<file path="src/rtl/pn_cw_scrambler_pkg.sv">
package pn_cw_scrambler_pkg;
  localparam int PN_LEN = 58;
  localparam int PN_TAP_HI = 57;
  localparam int PN_TAP_LO = 38;
  localparam int HDR_BITS = 5;
  localparam int HDR_OFS = 8;

  // Alternating seed: stage 57 set, each lower stage inverted.
  function automatic logic [PN_LEN-1:0] pnSeed();
    logic [PN_LEN-1:0] s;
    for (int i = 0; i < PN_LEN; i++) s[i] = (i % 2) == 1;
    return s;
  endfunction

  typedef struct packed {
    logic advance;   // processed beat: scramble and step generator
    logic loadSeed;  // generator restarts from seed this beat
    logic hdrApply;  // apply header lane XOR this beat
    logic pass;      // bypass beat, output unchanged
  } ctlStrobe_t;
endpackage

</file>
<file path="src/rtl/pn_cw_scrambler_ctrl.sv">
module pn_cw_scrambler_ctrl
  import pn_cw_scrambler_pkg::*;
#(
  parameter int W = 40,
  parameter int LEN_LONG = 5280,
  parameter int LEN_SHORT = 4440
) (
  input  logic       clk,
  input  logic       rstN,
  input  logic       inValid,
  input  logic       cwStart,
  input  logic       hdrStart,
  input  logic       amBypass,
  input  logic       modeShort,
  output ctlStrobe_t ctl,
  output logic       lenErr
);
  localparam int BEATS_LONG = LEN_LONG / W;
  localparam int BEATS_SHORT = LEN_SHORT / W;
  localparam int CW = $clog2(BEATS_LONG + 1);
  localparam logic [CW-1:0] BL = CW'(BEATS_LONG);
  localparam logic [CW-1:0] BS = CW'(BEATS_SHORT);
  localparam logic [CW-1:0] ONE = CW'(1);

  logic [CW-1:0] beatCnt;
  logic [CW-1:0] beatsSel;
  logic [CW-1:0] cntInc;

  always_comb begin
    ctl.advance  = inValid && !amBypass;
    ctl.loadSeed = inValid && !amBypass && cwStart;
    ctl.hdrApply = inValid && !amBypass && hdrStart;
    ctl.pass     = inValid && amBypass;
    beatsSel     = modeShort ? BS : BL;
    cntInc       = ctl.loadSeed ? ONE : beatCnt + ONE;
  end

  always_ff @(posedge clk) begin
    if (!rstN) begin
      beatCnt <= '0;
      lenErr  <= 1'b0;
    end else begin
      lenErr <= ctl.loadSeed && (beatCnt != '0);
      if (ctl.advance) beatCnt <= (cntInc >= beatsSel) ? '0 : cntInc;
    end
  end

  AST_ERR_NEEDS_START: assert property (@(posedge clk) disable iff (!rstN)
    lenErr |-> $past(inValid && cwStart && !amBypass));
  AST_CNT_BOUND: assert property (@(posedge clk) disable iff (!rstN)
    beatCnt < BL);
  AST_CNT_HOLD_BYPASS: assert property (@(posedge clk) disable iff (!rstN)
    (inValid && amBypass) |=> $stable(beatCnt));
endmodule

</file>
<file path="src/rtl/pn_cw_scrambler_dpath.sv">
module pn_cw_scrambler_dpath
  import pn_cw_scrambler_pkg::*;
#(
  parameter int W = 40
) (
  input  logic         clk,
  input  logic         rstN,
  input  ctlStrobe_t   ctl,
  input  logic         inValid,
  input  logic         rxDir,
  input  logic [W-1:0] inData,
  output logic         outValid,
  output logic [W-1:0] outData
);
  localparam logic [PN_LEN-1:0] SEED = pnSeed();

  logic [PN_LEN-1:0] lfsr;
  logic [PN_LEN-1:0] lfsrNext;
  logic [W-1:0]      pnBits;
  logic [W-1:0]      txWord;
  logic [W-1:0]      rxWord;
  logic [W-1:0]      scrWord;

  always_comb begin
    logic [PN_LEN-1:0] st;
    logic fb;
    st = ctl.loadSeed ? SEED : lfsr;
    for (int j = 0; j < W; j++) begin
      fb = st[PN_TAP_HI] ^ st[PN_TAP_LO];
      pnBits[j] = fb;
      st = {st[PN_LEN-2:0], fb};
    end
    lfsrNext = st;
  end

  always_comb begin
    txWord = inData;
    rxWord = inData ^ pnBits;
    if (ctl.hdrApply) begin
      for (int k = 0; k < HDR_BITS; k++) begin
        txWord[k] = inData[k] ^ inData[k+HDR_OFS];
        rxWord[k] = rxWord[k] ^ rxWord[k+HDR_OFS];
      end
    end
    scrWord = rxDir ? rxWord : (txWord ^ pnBits);
  end

  always_ff @(posedge clk) begin
    if (!rstN) begin
      lfsr     <= SEED;
      outValid <= 1'b0;
      outData  <= '0;
    end else begin
      outValid <= inValid;
      if (ctl.advance) begin
        lfsr    <= lfsrNext;
        outData <= scrWord;
      end else if (ctl.pass) begin
        outData <= inData;
      end
    end
  end

  AST_BYPASS_PASS: assert property (@(posedge clk) disable iff (!rstN)
    ctl.pass |=> (outData == $past(inData)));
  AST_GEN_HOLD: assert property (@(posedge clk) disable iff (!rstN)
    !ctl.advance |=> $stable(lfsr));
  AST_OUT_VALID: assert property (@(posedge clk) disable iff (!rstN)
    outValid == $past(inValid));
  AST_NONHDR_LANES: assert property (@(posedge clk) disable iff (!rstN)
    (ctl.advance && !ctl.hdrApply) |=> (outData == $past(inData ^ pnBits)));
endmodule

</file>
<file path="src/rtl/pn_cw_scrambler.sv">
module pn_cw_scrambler
  import pn_cw_scrambler_pkg::*;
#(
  parameter int W = 40,
  parameter int LEN_LONG = 5280,
  parameter int LEN_SHORT = 4440
) (
  input  logic         clk,
  input  logic         rstN,
  input  logic         inValid,
  input  logic [W-1:0] inData,
  input  logic         cwStart,
  input  logic         hdrStart,
  input  logic         amBypass,
  input  logic         modeShort,
  input  logic         rxDir,
  output logic         outValid,
  output logic [W-1:0] outData,
  output logic         lenErr
);
  ctlStrobe_t ctl;

  pn_cw_scrambler_ctrl #(.W(W), .LEN_LONG(LEN_LONG), .LEN_SHORT(LEN_SHORT)) uCtrl (
    .clk(clk), .rstN(rstN), .inValid(inValid), .cwStart(cwStart),
    .hdrStart(hdrStart), .amBypass(amBypass), .modeShort(modeShort),
    .ctl(ctl), .lenErr(lenErr)
  );

  pn_cw_scrambler_dpath #(.W(W)) uDpath (
    .clk(clk), .rstN(rstN), .ctl(ctl), .inValid(inValid), .rxDir(rxDir),
    .inData(inData), .outValid(outValid), .outData(outData)
  );

  AST_RESET_QUIET: assert property (@(posedge clk)
    !rstN |=> (!outValid && !lenErr && outData == '0));
endmodule

</file>
<file path="config.mk">
export PLATFORM = sky130hd
export DESIGN_NAME = pn_cw_scrambler
export DESIGN_NICKNAME = d
export VERILOG_FILES = /design/src/rtl/pn_cw_scrambler_pkg.sv /design/src/rtl/pn_cw_scrambler_ctrl.sv /design/src/rtl/pn_cw_scrambler_dpath.sv /design/src/rtl/pn_cw_scrambler.sv
export SDC_FILE = /design/constraint.sdc
export NUM_CORES = 1
export LEC_CHECK = 0
export BUFFER_PORTS_ARGS = -buffer_cell sky130_fd_sc_hd__buf_2
export CORE_MARGIN = 2
export CORE_UTILIZATION = 40
export CTS_BUF_LIST = sky130_fd_sc_hd__clkbuf_4 sky130_fd_sc_hd__clkbuf_8
export CTS_CLUSTER_SIZE = 20
export DETAILED_ROUTE_END_ITERATION = 12
export SETUP_SLACK_MARGIN = 0.2
export SLEW_MARGIN = 20
export SYNTH_ARGS = -nofsm -noshare
export SYNTH_HDL_FRONTEND = slang
export SYNTH_HIERARCHICAL = 1
export SYNTH_SLANG_ARGS = --single-unit
</file>
<file path="constraint.sdc">
create_clock -name clk -period 2.89 [get_ports clk]
set_clock_uncertainty 0.05 [all_clocks]
set_input_delay 0.7225 -clock clk [delete_from_list [all_inputs] [get_ports clk]]
set_output_delay 0.7225 -clock clk [all_outputs]
set_load 0.01 [all_outputs]
</file>
==> results of run 1 <==
power groups by stage:
| stage | Clock (mW) | Sequential (mW) | Combinational (mW) |
|---|---|---|---|
| floorplan | 0 | 1.69 | 0.388 |
| global placement | 0 | 1.67 | 0.589 |
| detailed placement | 0 | 1.67 | 0.601 |
| CTS | 0.927 | 1.64 | 0.604 |
| global route | 0.989 | 1.65 | 0.672 |
| finish | 0.891 | 1.64 | 0.603 |
how the worst max path moves through the flow:
stage,from,to,slack (ns),depth (start not counted)
2_1_floorplan,inValid,uCtrl/beatCnt[3],0.36,11
3_3_place_gp,amBypass,uCtrl/beatCnt[7],0.27,11
3_5_place_dp,inValid,uCtrl/beatCnt[7],0.18,11
4_1_cts,uCtrl/beatCnt[0],uCtrl/beatCnt[7],0.43,10
5_1_grt,uCtrl/beatCnt[3],uCtrl/beatCnt[5],0.24,10
6_report,uCtrl/beatCnt[4],uCtrl/beatCnt[7],0.43,10
cell families (layout without fill, tap and decap cells):
group / after synthesis / count (layout) / share of synthesized area
flip-flops: 108 / 108 / 0.376
multiplexers: 11 / 11 / 0.0216
AND/OR/NAND/NOR: 227 / 227 / 0.208
adder cells (fa/ha/maj): 8 / 8 / 0.0174
buffers and inverters: 61 / 122 / 0.0453
AO/OA/AOI/OAI: 171 / 171 / 0.205
XOR/XNOR: 81 / 81 / 0.126
registers in the layout, summed over array words and instances, names as in the netlist:
signal and cells:
uCtrl/lenErr 1, uDpath/outValid 1, uDpath/lfsr 58, uCtrl/beatCnt 8
uDpath/outData 40
per-layer routing:
layer / share of wire / track usage / wire length, µm / vias up
li1: - / - / - / 2438
met1: 0.47 / 0.252 / 6650 / 2244
met2: 0.47 / 0.292 / 6570 / 65
met3: 0.040 / 0.0343 / 566 / 13
met4: 0.016 / 0.0554 / 221 / 0
met5: 0 / 0 / 0 / -
cell usage after synthesis, types with 2 or more instances:
| master | instances |
|---|---|
| a211oi_1 | 88 |
| o21ai_0 | 25 |
| nand3b_1 | 19 |
| dfxtp_1 | 108 |
| a22o_1 | 5 |
| or3_1 | 5 |
| inv_1 | 8 |
| nand4_1 | 5 |
| nor3b_1 | 9 |
| xnor2_1 | 6 |
| a31oi_1 | 7 |
| clkbuf_1 | 30 |
| nand2_1 | 29 |
| and4b_1 | 3 |
| nand2b_1 | 12 |
| ha_1 | 8 |
| and3_1 | 2 |
| a21o_1 | 17 |
| o21ai_1 | 3 |
| and2_2 | 2 |
| nor2b_1 | 40 |
| buf_1 | 2 |
| mux2_2 | 11 |
| nor2_1 | 85 |
| nand3_1 | 8 |
| buf_2 | 18 |
| a21oi_1 | 18 |
| xor2_1 | 74 |
| o31ai_1 | 4 |
critical path, stage by stage (launching register included):
cell and delay, ns:
dfxtp_1 0.44, and3_1 0.23, nand3_1 0.12, xor2_2 0.20
nor2_1 0.08, ha_1 0.33, a21oi_1 0.17, o2111ai_2 0.17
a31oi_1 0.24, a21oi_2 0.13, o31ai_1 0.21
metrics by stage:
| stage | cells | util | setup WS (ns) | instance area, µm² | hold slack [ns] |
|---|---|---|---|---|---|
| global route | 908 | 0.466 | 0.238 | 6500 | 0.467 |
| finish | 908 | 0.466 | 0.430 | 6500 | 0.438 |
| CTS | 908 | 0.465 | 0.434 | 6470 | 0.442 |
| global placement | 892 | 0.451 | 0.271 | 6290 | 0.418 |
| floorplan | 667 | - | 0.357 | 5750 | 0.407 |
| detailed placement | 892 | 0.451 | 0.182 | 6290 | 0.424 |
cell type report:
class,count,area share
Clock buffer,10,0.0212
Multi-Input combinational cell,498,0.515
Sequential cell,108,0.333
Timing Repair Buffer,97,0.0836
Inverter,9,0.00520
Clock inverter,6,0.00732
Tap cell,180,0.0347
==> run metrics, run 1 <==
Hold EP=uDpath/lfsr[46]; hold depth=2; CTS root buffer=clkbuf_8; top cells by area, synth=dfxtp_1, a211oi_1, xor2_1; switch share=0.305; vias in the first global route=around 4300; hold buffer count at cts=0; Arr. time, crit path=2.70 ns; Post-CTS Setup Bufs=0; sequential-to-total area share from yosys stat=0.376; worst slew pin tran=between 0.7 and 0.8 ns; Power Internal=2.18 mW; Layout Nets=779; Core Footprint=~0.014 mm²; fin crit period=2.46 ns; Initial DRC Count=369; post-CTS resize count=0; outcome=finished, final reports clean; Ys Warns=6; Reg power frac=0.523; WL/cell=15.4 µm; Layout Area Growth over Synthesis=13.0%; min-delay src=uDpath/lfsr[46]; Final GP Congestion=0.827; area of the mapped netlist=~0.0057 mm²; final setup fails=0; total grt overflow=0; net count after synthesis=723; per-instance average area after synthesis=8.62 µm²; Die H=124 µm; initial antenna violation count=0; Power Density=483 mW/mm²; Synth top area share=0.376; leading cell type in the layout, fill and taps excluded=dfxtp_1; Hold Path Class=flip-flop to flip-flop; RR Endpoint=uCtrl/beatCnt[7]; Slew HR=0.485; die area=0.0153 mm²; Critical Path RT=3.13 ns; sw power=0.956 mW; Reg clk slew, reported paths=0.10 ns; peak supply drop=0.000223 V; synthesized instance count=around 670; r2r setup slk=0.43 ns; Antenna Nets Post-Route=0; Num CTS Buffers=9; area of the multi-input gates=roughly 0.0033 mm²; first-pass GRT wire length=22000 µm; Filler Cells Inserted=1381; Main synth FF type=dfxtp_1; # Max-Cap Violations=0; largest net degree at the start of global routing=199; Startpoint Class=flip-flop; initial cell density of the core=0.412; clk buf depth=2; flops & latches, synth=108; post-route clock period utilization=0.851; worst skew pair latency=0.38 ns; # diodes=0; vias per cell=5.24; Synth area leader=dfxtp_1; Crit. End Element=flip-flop; Hold Violations, Final=0; TritonCTS clock tree=built; Clock Sinks=approximately 110; RSZ-0062 raised after global routing=false; via count=about 4800; Initial DRT Pass Iterations=4; Final Power=about 3.1 mW; DRC errors left=0; final WL=between 10000 and 15000 µm; most frequent cells in the layout=dfxtp_1, buf_2, a211oi_1; Clk pwr share=0.284; fmax=406 MHz; EDFF count, synth=0; ys async rst share=0; FF-to-FF Start=uCtrl/beatCnt[4]; Comb pwr share=0.192; distinct cell type count after synthesis=45; worst reg2reg path depth=10; leakage power=2.76 nW; row count=43; Die Wd=between 100 and 150 µm; share of cells above drive strength 1=0.192; I/O pins=90; H-tree depth=3; sequential cell area=~0.0022 mm²; setup TNS=0 ns; # port buffers=just under 90; Final Max Slew Viols=0; Final HPWL DP=between 9000 and 10000 µm; Worst Path Max Fanout=7; critical path type=flip-flop to flip-flop; total track usage=0.184
No activity file was read; power rests on OpenSTA's default activity.
==> inputs of run 2 (changes only) <==
--- a/config.mk
+++ b/config.mk
@@ -11,6 +11,7 @@
 export CTS_BUF_LIST = sky130_fd_sc_hd__clkbuf_4 sky130_fd_sc_hd__clkbuf_8
 export CTS_CLUSTER_SIZE = 20
 export DETAILED_ROUTE_END_ITERATION = 12
+export RECOVER_POWER = 25
 export SETUP_SLACK_MARGIN = 0.2
 export SLEW_MARGIN = 20
 export SYNTH_ARGS = -nofsm -noshare
==> run 2 against run 1 <==
Critical endpoint unchanged. Utilization shrank 0.31 points. Sequential share of layout area grew 0.23 points. Count of clock-buffer cells in the layout is the same. Flip-flop and latch count is the same. Non-clock buffer count is the same. Critical path depth is the same. Routed wire length is essentially flat.
==> run metrics, run 2 (synthesis results as in run 1) <==
Final Max Slew Viols=0; row count=43; final setup fails=0; TritonCTS clock tree=built; clk buf depth=2; peak supply drop=approximately 0.00022 V; Critical Path RT=3.13 ns; leading cell type in the layout, fill and taps excluded=dfxtp_1; initial antenna violation count=0; setup TNS=0 ns; Layout Area Growth over Synthesis=12.3%; RR Endpoint=uCtrl/beatCnt[7]; Max stage delay on crit path=0.43 ns; Final WS setup=0.446 ns; Largest register FFs=58; FF-to-FF Start=uCtrl/beatCnt[3]; fmax=409 MHz; Post-CTS Setup Bufs=0; leakage power=between 2 and 3 nW; DRC errors left=0; first-pass GRT wire length=22000 µm; r2r setup slk=around 0.45 ns; Layout Nets=779; total grt overflow=0; Slew HR=0.481; placed inst area=0.00629 mm²; # port buffers=89; # Max-Cap Violations=0; Finished Core Util=0.463; Place WS=0.182 ns; fin crit period=around 2.4 ns; Antenna Nets Post-Route=0; Initial DRC Count=between 300 and 400; H-tree depth=3; Top Registers=uDpath/lfsr (58), uDpath/outData (40), uCtrl/beatCnt (8); RSZ-0062 raised after global routing=false; Hold Path Class=flip-flop to flip-flop; vias per cell=5.24; Final Power=3.12 mW; worst reg2reg path depth=10; post-route clock period utilization=0.846; Initial DRT Pass Iterations=4; final WL=roughly 14000 µm; vias in the first global route=between 4000 and 5000; via count=4754; Hold Violations, Final=0; Startpoint Class=flip-flop; Final HPWL DP=approximately 9600 µm; worst slew pin tran=~0.78 ns; WL/cell=~15 µm; total track usage=0.184; critical path type=flip-flop to flip-flop; Die Wd=124 µm; largest net degree at the start of global routing=199; # diodes=0; worst skew pair latency=0.38 ns; CTS root buffer=clkbuf_8; post-route cell area=0.00645 mm²; Die H=124 µm; die area=between 0.015 and 0.02 mm²; crit path to=uCtrl/beatCnt[7]; Clock Sinks=108; most frequent cells in the layout=dfxtp_1, a211oi_1, nor2_1; Filler Cells Inserted=1396; Crit. End Element=flip-flop; Worst Path Max Fanout=7; initial cell density of the core=0.412; Num CTS Buffers=9; I/O pins=90; Critical Path Source=uCtrl/beatCnt[3]; outcome=finished, final reports clean; share of cells above drive strength 1=0.144; Core Footprint=between 0.01 and 0.015 mm²; Slowest-stage cell, CP=dfxtp_1; Top reg by flops=uDpath/lfsr; Final GP Congestion=0.827; CP Cell Sequence=and3_1, nand3_1, xor2_2, nor2_1, ha_1, a21oi_1, o2111ai_2, a31oi_1, a21oi_2, o31ai_1; Power Density=between 400 and 500 mW/mm²; Reg clk slew, reported paths=0.10 ns; Arr. time, crit path=2.68 ns
-- run 2: layout make-up --
cell class,instances,area [µm²],share of cell area
multi-input combinational,498,3340,0.518
clock buffer,10,138,0.0213
tap,180,225,0.0349
clock inverter,6,47.5,0.00737
inverter,9,33.8,0.00524
timing repair buffer,97,499,0.0774
sequential,108,2170,0.336
-- run 2: layer usage --
metal	global-route usage	up-vias	part of all wire
li1	-	2444	-
met1	0.252	2227	0.47
met2	0.292	70	0.46
met3	0.0343	13	0.049
met4	0.0554	0	0.013
met5	0	-	0
-- run 2: repair_timing --
item / 4_1_cts / 5_1_grt
resized for setup: 0 / 6
setup endpoints to repair: 0 / 4
hold buffers: 0 / 0
-- run 2: worst min-delay path by stage --
stage          slack, ns       startpoint  depth (start not counted)               to
2_1_floorplan       0.41  uDpath/lfsr[52]                          2  uDpath/lfsr[52]
3_3_place_gp        0.42  uDpath/lfsr[52]                          2  uDpath/lfsr[52]
3_5_place_dp        0.42  uDpath/lfsr[52]                          2  uDpath/lfsr[52]
4_1_cts             0.44  uDpath/lfsr[42]                          2  uDpath/lfsr[42]
5_1_grt             0.47  uDpath/lfsr[46]                          2  uDpath/lfsr[46]
6_report            0.44  uDpath/lfsr[46]                          2  uDpath/lfsr[46]
-- run 2: worst max-delay path, delay by kind of cell, from the launching register on --
family / cells / cell delay [ns]
xor gates and xnor gates: 1 / 0.20
DFF: 1 / 0.43
AOI/OAI and AO/OA: 5 / 0.91
adders and majority gates: 1 / 0.33
and+or+nand+nor: 3 / 0.44
-- run 2: metrics by stage --
step | hold WS (ns) | cells
after global routing | 0.467 | 908
after CTS | 0.442 | 908
after detailed placement | 0.424 | 892
after global placement | 0.418 | 892
final | 0.439 | 908
after floorplan | 0.407 | 667
-- run 2: power by group --
| part | internal, mW | switching [mW] |
|---|---|---|
| registers | 1.58 | 0.0648 |
| logic | 0.245 | 0.347 |
| clock network | 0.345 | 0.544 |
